### src/rtl/wp_pkg.sv
package wp_pkg;
  localparam int CTRL_W = 11;

  typedef enum logic [1:0] {
    MODE_EXACT     = 2'b00,
    MODE_MASK      = 2'b01,
    MODE_IN_RANGE  = 2'b10,
    MODE_OUT_RANGE = 2'b11
  } cmp_mode_e;

  // packed MSB first: matches control word layout
  typedef struct packed {
    logic [1:0] priv_a;
    logic [1:0] space_a;
    logic [1:0] priv_b;
    logic [1:0] space_b;
    cmp_mode_e  mode;
    logic       link;
  } wp_ctrl_t;
endpackage

### src/rtl/wp_qual.sv
module wp_qual (
  input  logic [1:0] priv_i,
  input  logic [1:0] space_i,
  input  logic       user_i,
  input  logic       ds_i,
  output logic       ok_o
);
  logic priv_ok, space_ok;

  always_comb begin
    unique case (priv_i)
      2'b10:   priv_ok = ~user_i;
      2'b11:   priv_ok = user_i;
      default: priv_ok = 1'b1;
    endcase
    unique case (space_i)
      2'b00:   space_ok = 1'b1;
      2'b01:   space_ok = 1'b0;  // real-address compare not provided
      2'b10:   space_ok = ~ds_i;
      default: space_ok = ds_i;
    endcase
  end

  assign ok_o = priv_ok & space_ok;
endmodule

### src/rtl/wp_addr_cmp.sv
module wp_addr_cmp
  import wp_pkg::*;
#(
  parameter int AW = 32
) (
  input  logic [AW-1:0] addr_i,
  input  logic [AW-1:0] ref_a_i,
  input  logic [AW-1:0] ref_b_i,
  input  cmp_mode_e     mode_i,
  output logic          hit_a_o,
  output logic          hit_b_o
);
  logic eq_a, eq_b, ge_a, lt_b, mask_eq;

  assign eq_a    = (addr_i == ref_a_i);
  assign eq_b    = (addr_i == ref_b_i);
  assign ge_a    = (addr_i >= ref_a_i);
  assign lt_b    = (addr_i <  ref_b_i);
  assign mask_eq = ((addr_i & ref_b_i) == (ref_a_i & ref_b_i));

  always_comb begin
    hit_b_o = 1'b0;
    unique case (mode_i)
      MODE_EXACT: begin
        hit_a_o = eq_a;
        hit_b_o = eq_b;
      end
      MODE_MASK:     hit_a_o = mask_eq;
      MODE_IN_RANGE: hit_a_o = ge_a & lt_b;
      default:       hit_a_o = ~ge_a | ~lt_b;
    endcase
  end
endmodule

### src/rtl/wp_watch.sv
module wp_watch
  import wp_pkg::*;
#(
  parameter int AW = 32
) (
  input  logic          clk_i,
  input  logic          rst_ni,
  input  logic          wr_ref_a_i,
  input  logic          wr_ref_b_i,
  input  logic          wr_ctrl_i,
  input  logic [AW-1:0] wr_data_i,
  input  logic          acc_valid_i,
  input  logic [AW-1:0] acc_addr_i,
  input  logic          acc_user_i,
  input  logic          acc_ds_i,
  input  logic          iac_hit_i,
  output logic          ev_a_o,
  output logic          ev_b_o,
  output logic          iac_ev_o
);
  localparam int NCH = 2;

  logic [AW-1:0] ref_a_q, ref_b_q;
  wp_ctrl_t      ctrl_q;

  always_ff @(posedge clk_i or negedge rst_ni) begin
    if (!rst_ni) begin
      ref_a_q <= '0;
      ref_b_q <= '0;
      ctrl_q  <= '0;
    end else begin
      if (wr_ref_a_i) ref_a_q <= wr_data_i;
      if (wr_ref_b_i) ref_b_q <= wr_data_i;
      if (wr_ctrl_i)  ctrl_q  <= wp_ctrl_t'(wr_data_i[CTRL_W-1:0]);
    end
  end

  logic [NCH-1:0][1:0] priv_sel, space_sel;
  logic [NCH-1:0]      qual_ok, hit;

  assign priv_sel  = {ctrl_q.priv_b,  ctrl_q.priv_a};
  assign space_sel = {ctrl_q.space_b, ctrl_q.space_a};

  for (genvar c = 0; c < NCH; c++) begin : g_qual
    wp_qual u_qual (
      .priv_i  (priv_sel[c]),
      .space_i (space_sel[c]),
      .user_i  (acc_user_i),
      .ds_i    (acc_ds_i),
      .ok_o    (qual_ok[c])
    );
  end

  wp_addr_cmp #(.AW(AW)) u_cmp (
    .addr_i  (acc_addr_i),
    .ref_a_i (ref_a_q),
    .ref_b_i (ref_b_q),
    .mode_i  (ctrl_q.mode),
    .hit_a_o (hit[0]),
    .hit_b_o (hit[1])
  );

  logic ev_a_d, ev_b_d;
  assign ev_a_d = acc_valid_i & hit[0] & qual_ok[0] & (~ctrl_q.link | iac_hit_i);
  assign ev_b_d = acc_valid_i & hit[1] & qual_ok[1];

  always_ff @(posedge clk_i or negedge rst_ni) begin
    if (!rst_ni) begin
      ev_a_o   <= 1'b0;
      ev_b_o   <= 1'b0;
      iac_ev_o <= 1'b0;
    end else begin
      ev_a_o   <= ev_a_d;
      ev_b_o   <= ev_b_d;
      iac_ev_o <= iac_hit_i & ~ctrl_q.link;  // linked hit is consumed by channel A
    end
  end
endmodule

### config.mk
export PLATFORM = sky130hd
export DESIGN_NAME = wp_watch
export DESIGN_NICKNAME = d
export VERILOG_FILES = /design/src/rtl/wp_pkg.sv /design/src/rtl/wp_qual.sv /design/src/rtl/wp_addr_cmp.sv /design/src/rtl/wp_watch.sv
export SDC_FILE = /design/constraint.sdc
export NUM_CORES = 1
export LEC_CHECK = 0
export BUFFER_PORTS_ARGS = -buffer_cell sky130_fd_sc_hd__buf_2
export CAP_MARGIN = 20
export CORE_MARGIN = 2
export CORE_UTILIZATION = 49
export CTS_CLUSTER_DIAMETER = 60
export CTS_CLUSTER_SIZE = 20
export DETAILED_ROUTE_END_ITERATION = 8
export PLACE_DENSITY = 0.69
export SETUP_SLACK_MARGIN = 0.3
export SYNTH_ARGS = -nofsm -noshare
export SYNTH_HDL_FRONTEND = slang
export SYNTH_HIERARCHICAL = 1
export SYNTH_SLANG_ARGS = --single-unit
### constraint.sdc
create_clock -name clk_i -period 6.5 [get_ports clk_i]
set_input_delay 0.975 -clock clk_i [delete_from_list [all_inputs] [get_ports clk_i]]
set_output_delay 0.975 -clock clk_i [all_outputs]
set_load 0.1 [all_outputs]
After elaboration in Yosys (flattened, before gate mapping)
Cells that the tools add are included.
Widths: inputs -> output; s select.

storage, ports and cells
  logic and storage cells = 53
  input port bits = 73
  flip-flop bits (word level) = 78
  output and inout port bits = 3

cells by class
  multiplexer cells = 6
  equal/unequal tests = 13
  magnitude comparators = 2
  bitwise operators = 18
  reductions and logical operators = 3

operators by type and width
  kind                number
  $eq 32x32->1        3
  $and 32x32->32      2
  $ge 32x32->1        1
  $lt 32x32->1        1
  $eq 2x2->1 const B  7
  $and 1x1->1         9
  $pmux 1 s3          3
  $eq 2x1->1 const B  3
  $logic_not 2->1     3
  $not 1->1           5
  $pmux 1 s2          2
  $or 1x1->1          2
  $mux 1              1

Logic depth before layout (Yosys ltp)
  depth in word-level cells = 7
  gate-level depth with buffers = 11

Cells and area by module
Netlist, hierarchy kept.

modules (own cells, without submodules)
  module       cells an instance  times used  area each (um^2)
  wp_watch     167                1           3,195.6
  wp_addr_cmp  336                1           2,526.2
  wp_qual      4                  2           28.8

Least setup slack after synthesis
OpenSTA, ideal clock, no wires.

  kind = input to register
  start = in acc_addr_i[26]
  end = reg ev_a_o
  setup slack = 3.422 ns
  cell stages on the path = 10
  arrival = 3.001 ns
  library setup time = 0.077 ns
  cells stage by stage = ha_1 > nand4_1 > or4_1 > or4_4 > a211oi_2 > nor4_1 > a21o_1 > o21ai_1 > nand3_1 > a21oi_1

between the ends
  longest elaborated chain between the ends = 7
  elaborated cells on any way between the ends = 13

ends and longest elaborated chain
  item                                          RTL line                              source
  from (decl)                                   wp_watch.sv:13                        input logic [AW-1:0] acc_addr_i,
  $ge 32x32->1 or $lt 32x32->1 (tied branches)  wp_addr_cmp.sv:17, wp_addr_cmp.sv:18
  $not 1->1                                     wp_addr_cmp.sv:30                     default: hit_a_o = ~ge_a | ~lt_b;
  $or 1x1->1                                    wp_addr_cmp.sv:30
  $pmux 1 s3 *                                  wp_addr_cmp.sv:23                     unique case (mode_i)
  via hit[0]                                    wp_watch.sv:39                        logic [NCH-1:0] qual_ok, hit;
  $and 1x1->1 * (3 in a row)                    wp_watch.sv:64                        assign ev_a_d = acc_valid_i & hit[0] & qual_ok[0] & (~ctrl_q.link | iac_hit_i);
  via ev_a_d                                    wp_watch.sv:63                        logic ev_a_d, ev_b_d;
  to (signal assigned)                          wp_watch.sv:73                        ev_a_o <= ev_a_d;
  to (decl)                                     wp_watch.sv:17                        output logic ev_a_o,

Mark *: on every way through the listed nets, which the timed path passes. The rest lies on a longest branch.
A chain may end at the register's enable or synchronous reset.

Final worst setup path
Same ends and word-level chain as after synthesis.

==> impl_metrics.toml <==
[worst_setup_path]
crit_chain = "buf_2 -> ha_1 -> nand4_1 -> or4_1 -> or4_4 -> a211oi_2 -> nor4_1 -> a21o_1 -> o21ai_1 -> nand3_1 -> a21oi_1"
r2r-start = "ref_b_q[24]"
r2r_slack_ns = 3.62
cp.arrival_ns = 3.45
critPathTopFamily = "simple AND/OR/NAND/NOR gates"
crit_type = "input pin to flip-flop"
cp_max_fo = 3
cpPeakStageDelay_ns = 0.58
timing.rr.end = "ev_a_o"
rr_worst_depth = 11
critPathBufInv = 1
worstSetupEndpointType = "flip-flop"
slowest_stage = "or4_4"
critPathRequiredTime_ns = 6.78
critPathLaunchType = "input pin"

[layout]
areaGrowthSynthToFinish_pct = 12.4
final_common_cell = "ha_1"
final_core_util_pct = 56.7
nets = 760
antenna_cells = 0
drive_gt1_share_pct = 28.4
fillers = 1014
layout_common_cells = "96 x ha_1, 78 x dfrtp_1, 74 x buf_2"

[route]
wire_per_inst_um = 17.0
vias = 3967
vias_per_cell = 5.37
ant_nets = 0
drc = 0
wirelength_um = 12600
drt_iter0_drc = 143
firstDrtPassIters = 4

[floorplan]
die_x_um = 113
io_pins = 76
start_util_pct = 50.4
die_h_um = 113
row_count = 39
core_area_sq_mm = 0.0115
fp.dieArea_sq_mm = 0.0127

[pwr]
share_comb_of_total_power_pct = 25.2
swShare_pct = 30.1
clkPwrFrac_pct = 33.3
p_leak_nw = 3.47
p_int_uw = 977
vdd_ir_drop_max_mv = 0.157
p_per_area_mw_per_mm2 = 215
seqPwrFrac_pct = 41.5
p_switching_uw = 421
power_mw = 1.40

[logic_synthesis]
synthArstFlopShare_pct = 100
synth_area_leaders = "dfrtp_1 34%, ha_1 21%, mux2_4 16%"
synth-seq-area-share_pct = 33.8
synth-seq-cells = 78
yosysWarnings = 6
synth_area_sq_mm = 0.00578
syn_nets = 680
synth.distinct_cells = 41
syn_avg_cell_area_sq_um = 11.3
syn_inst = 511
synth.top_cell.area_share_pct = 33.8
ys.flop_type = "dfrtp_1"
synth-edff-count = 0
yosysTopAreaCell = "dfrtp_1"

[clocking]
postCtsSetupBuffers = 0
ctsHoldBuffers = 0
worstSkewPairLatency_ns = 0.35
clkSinkCount = 78
numCtsBuffers = 9
clkTransAtPathRegs_ns = 0.06
cts-resized-gates = 0
cts_tree = "yes"
htree_levels = 3
cts_buffer_depth = 2
clockRootBuffer = "clkbuf_16"

[sta]
fin_crit_sh_pct = 48.8
tightest_slew_ns = 0.670
fin_tns_setup_ns = 0
finalSetupViolations = 0
slew_violations = 0
finalHoldViolCount = 0
finalClockSkew_ns = 0.00490
grt_setup_unrepaired = "no"
slew_headroom_pct = 55.4
fmax_ghz = 0.315
period_minus_slack_ns = 3.17

[place]
gp_congestion = 0.874
io_buffers = 75
dpl.hpwl_um = 9620

[hold_path]
hold_path.class = "flip-flop to flip-flop"
hold-path-endpoint = "iac_ev_o"
min_path_cells = 1
worstHoldStart = "ctrl_q[0]"

[global_routing]
grt.overflow.total = 0
antenna_found_initial = 1
grtUsageTotal_pct = 21.4
grt_pass1_vias = 4250
grt_max_degree = 79
grt_first_pass_wirelength_um = 21100

[run]
drv_cap = 0

[outcome]
status = "finished clean"
[logic make-up (layout without fill, tap and decap cells)]
| family | count (synthesis) | count (layout) | synth area share, % |
|---|---|---|---|
| compound gates | 57 | 57 | 6.58 |
| buf+inv | 73 | 158 | 6.75 |
| mux | 75 | 75 | 18.5 |
| xor+xnor | 34 | 34 | 5.15 |
| flops | 78 | 78 | 33.8 |
| fa+ha+maj | 96 | 96 | 20.8 |
| simple gates | 98 | 98 | 8.44 |
[per-stage QoR]
step                hold slack, ns  worst slack, ns  instances  area, sq um
detailed placement           0.456             3.00        722         6200
global route                 0.486             3.13        739         6500
global placement             0.449             3.08        722         6200
CTS                          0.465             3.36        738         6470
finish                       0.461             3.33        739         6500
floorplan                    0.419             3.42        511         5780
[synthesized netlist by cell type, types with 2 or more instances]
cell / n
mux2_4: 60
a211oi_1: 3
a21o_1: 12
o21ai_0: 3
o211ai_1: 2
a21oi_1: 22
nor4_1: 3
nand3b_1: 2
ha_1: 96
o21bai_1: 2
nand2_1: 42
mux2_2: 15
a221o_1: 2
nor2_1: 8
buf_6: 2
buf_12: 6
nand4_1: 18
a22oi_1: 2
xor2_1: 33
a21boi_0: 2
inv_1: 64
nand3_1: 15
dfrtp_1: 78
and4_1: 2
[worst max path at each step]
stage,start,end,slack [ns],cells after the start
global route,acc_addr_i[26],ev_a_o,3.13,11
global placement,acc_addr_i[26],ev_a_o,3.08,11
detailed placement,acc_addr_i[26],ev_a_o,3.00,11
floorplan,acc_addr_i[26],ev_a_o,3.42,10
CTS,acc_addr_i[26],ev_a_o,3.36,11
finish,acc_addr_i[26],ev_a_o,3.33,11
[layout make-up]
class	instances	area [sq um]	share of cell area, %
tap	143	179	2.75
clock inverter	3	20.0	0.308
clock buffer	13	250	3.85
inverter	64	240	3.70
multi-input combinational	360	3440	52.9
sequential	78	1950	30.0
timing repair buffer	78	420	6.47
[power groups by stage]
| stage | Sequential [mW] | Clock (mW) | Combinational, mW |
|---|---|---|---|
| 3_3_place_gp | 0.585 | 0 | 0.339 |
| 5_1_grt | 0.588 | 0.500 | 0.395 |
| 2_1_floorplan | 0.580 | 0 | 0.246 |
| 6_report | 0.580 | 0.466 | 0.352 |
| 3_5_place_dp | 0.588 | 0 | 0.350 |
| 4_1_cts | 0.580 | 0.480 | 0.352 |
[routing by layer]
metal  routed length, um  track usage, %  share of wire, %  up-vias
li1                    -               -                 -     1924
met1                5920            28.1                47     1936
met2                5740            33.5                46       82
met3                 523            5.40               4.2       23
met4                 388            9.27               3.1        2
met5                  16               0              0.13        -
[registers in the layout, summed over array words and instances, names as in the netlist]
name and count:
ev_b_o 1, iac_ev_o 1, ref_a_q 32, ev_a_o 1, ctrl_q 11, ref_b_q 32
(Power assumes the default switching activity.)
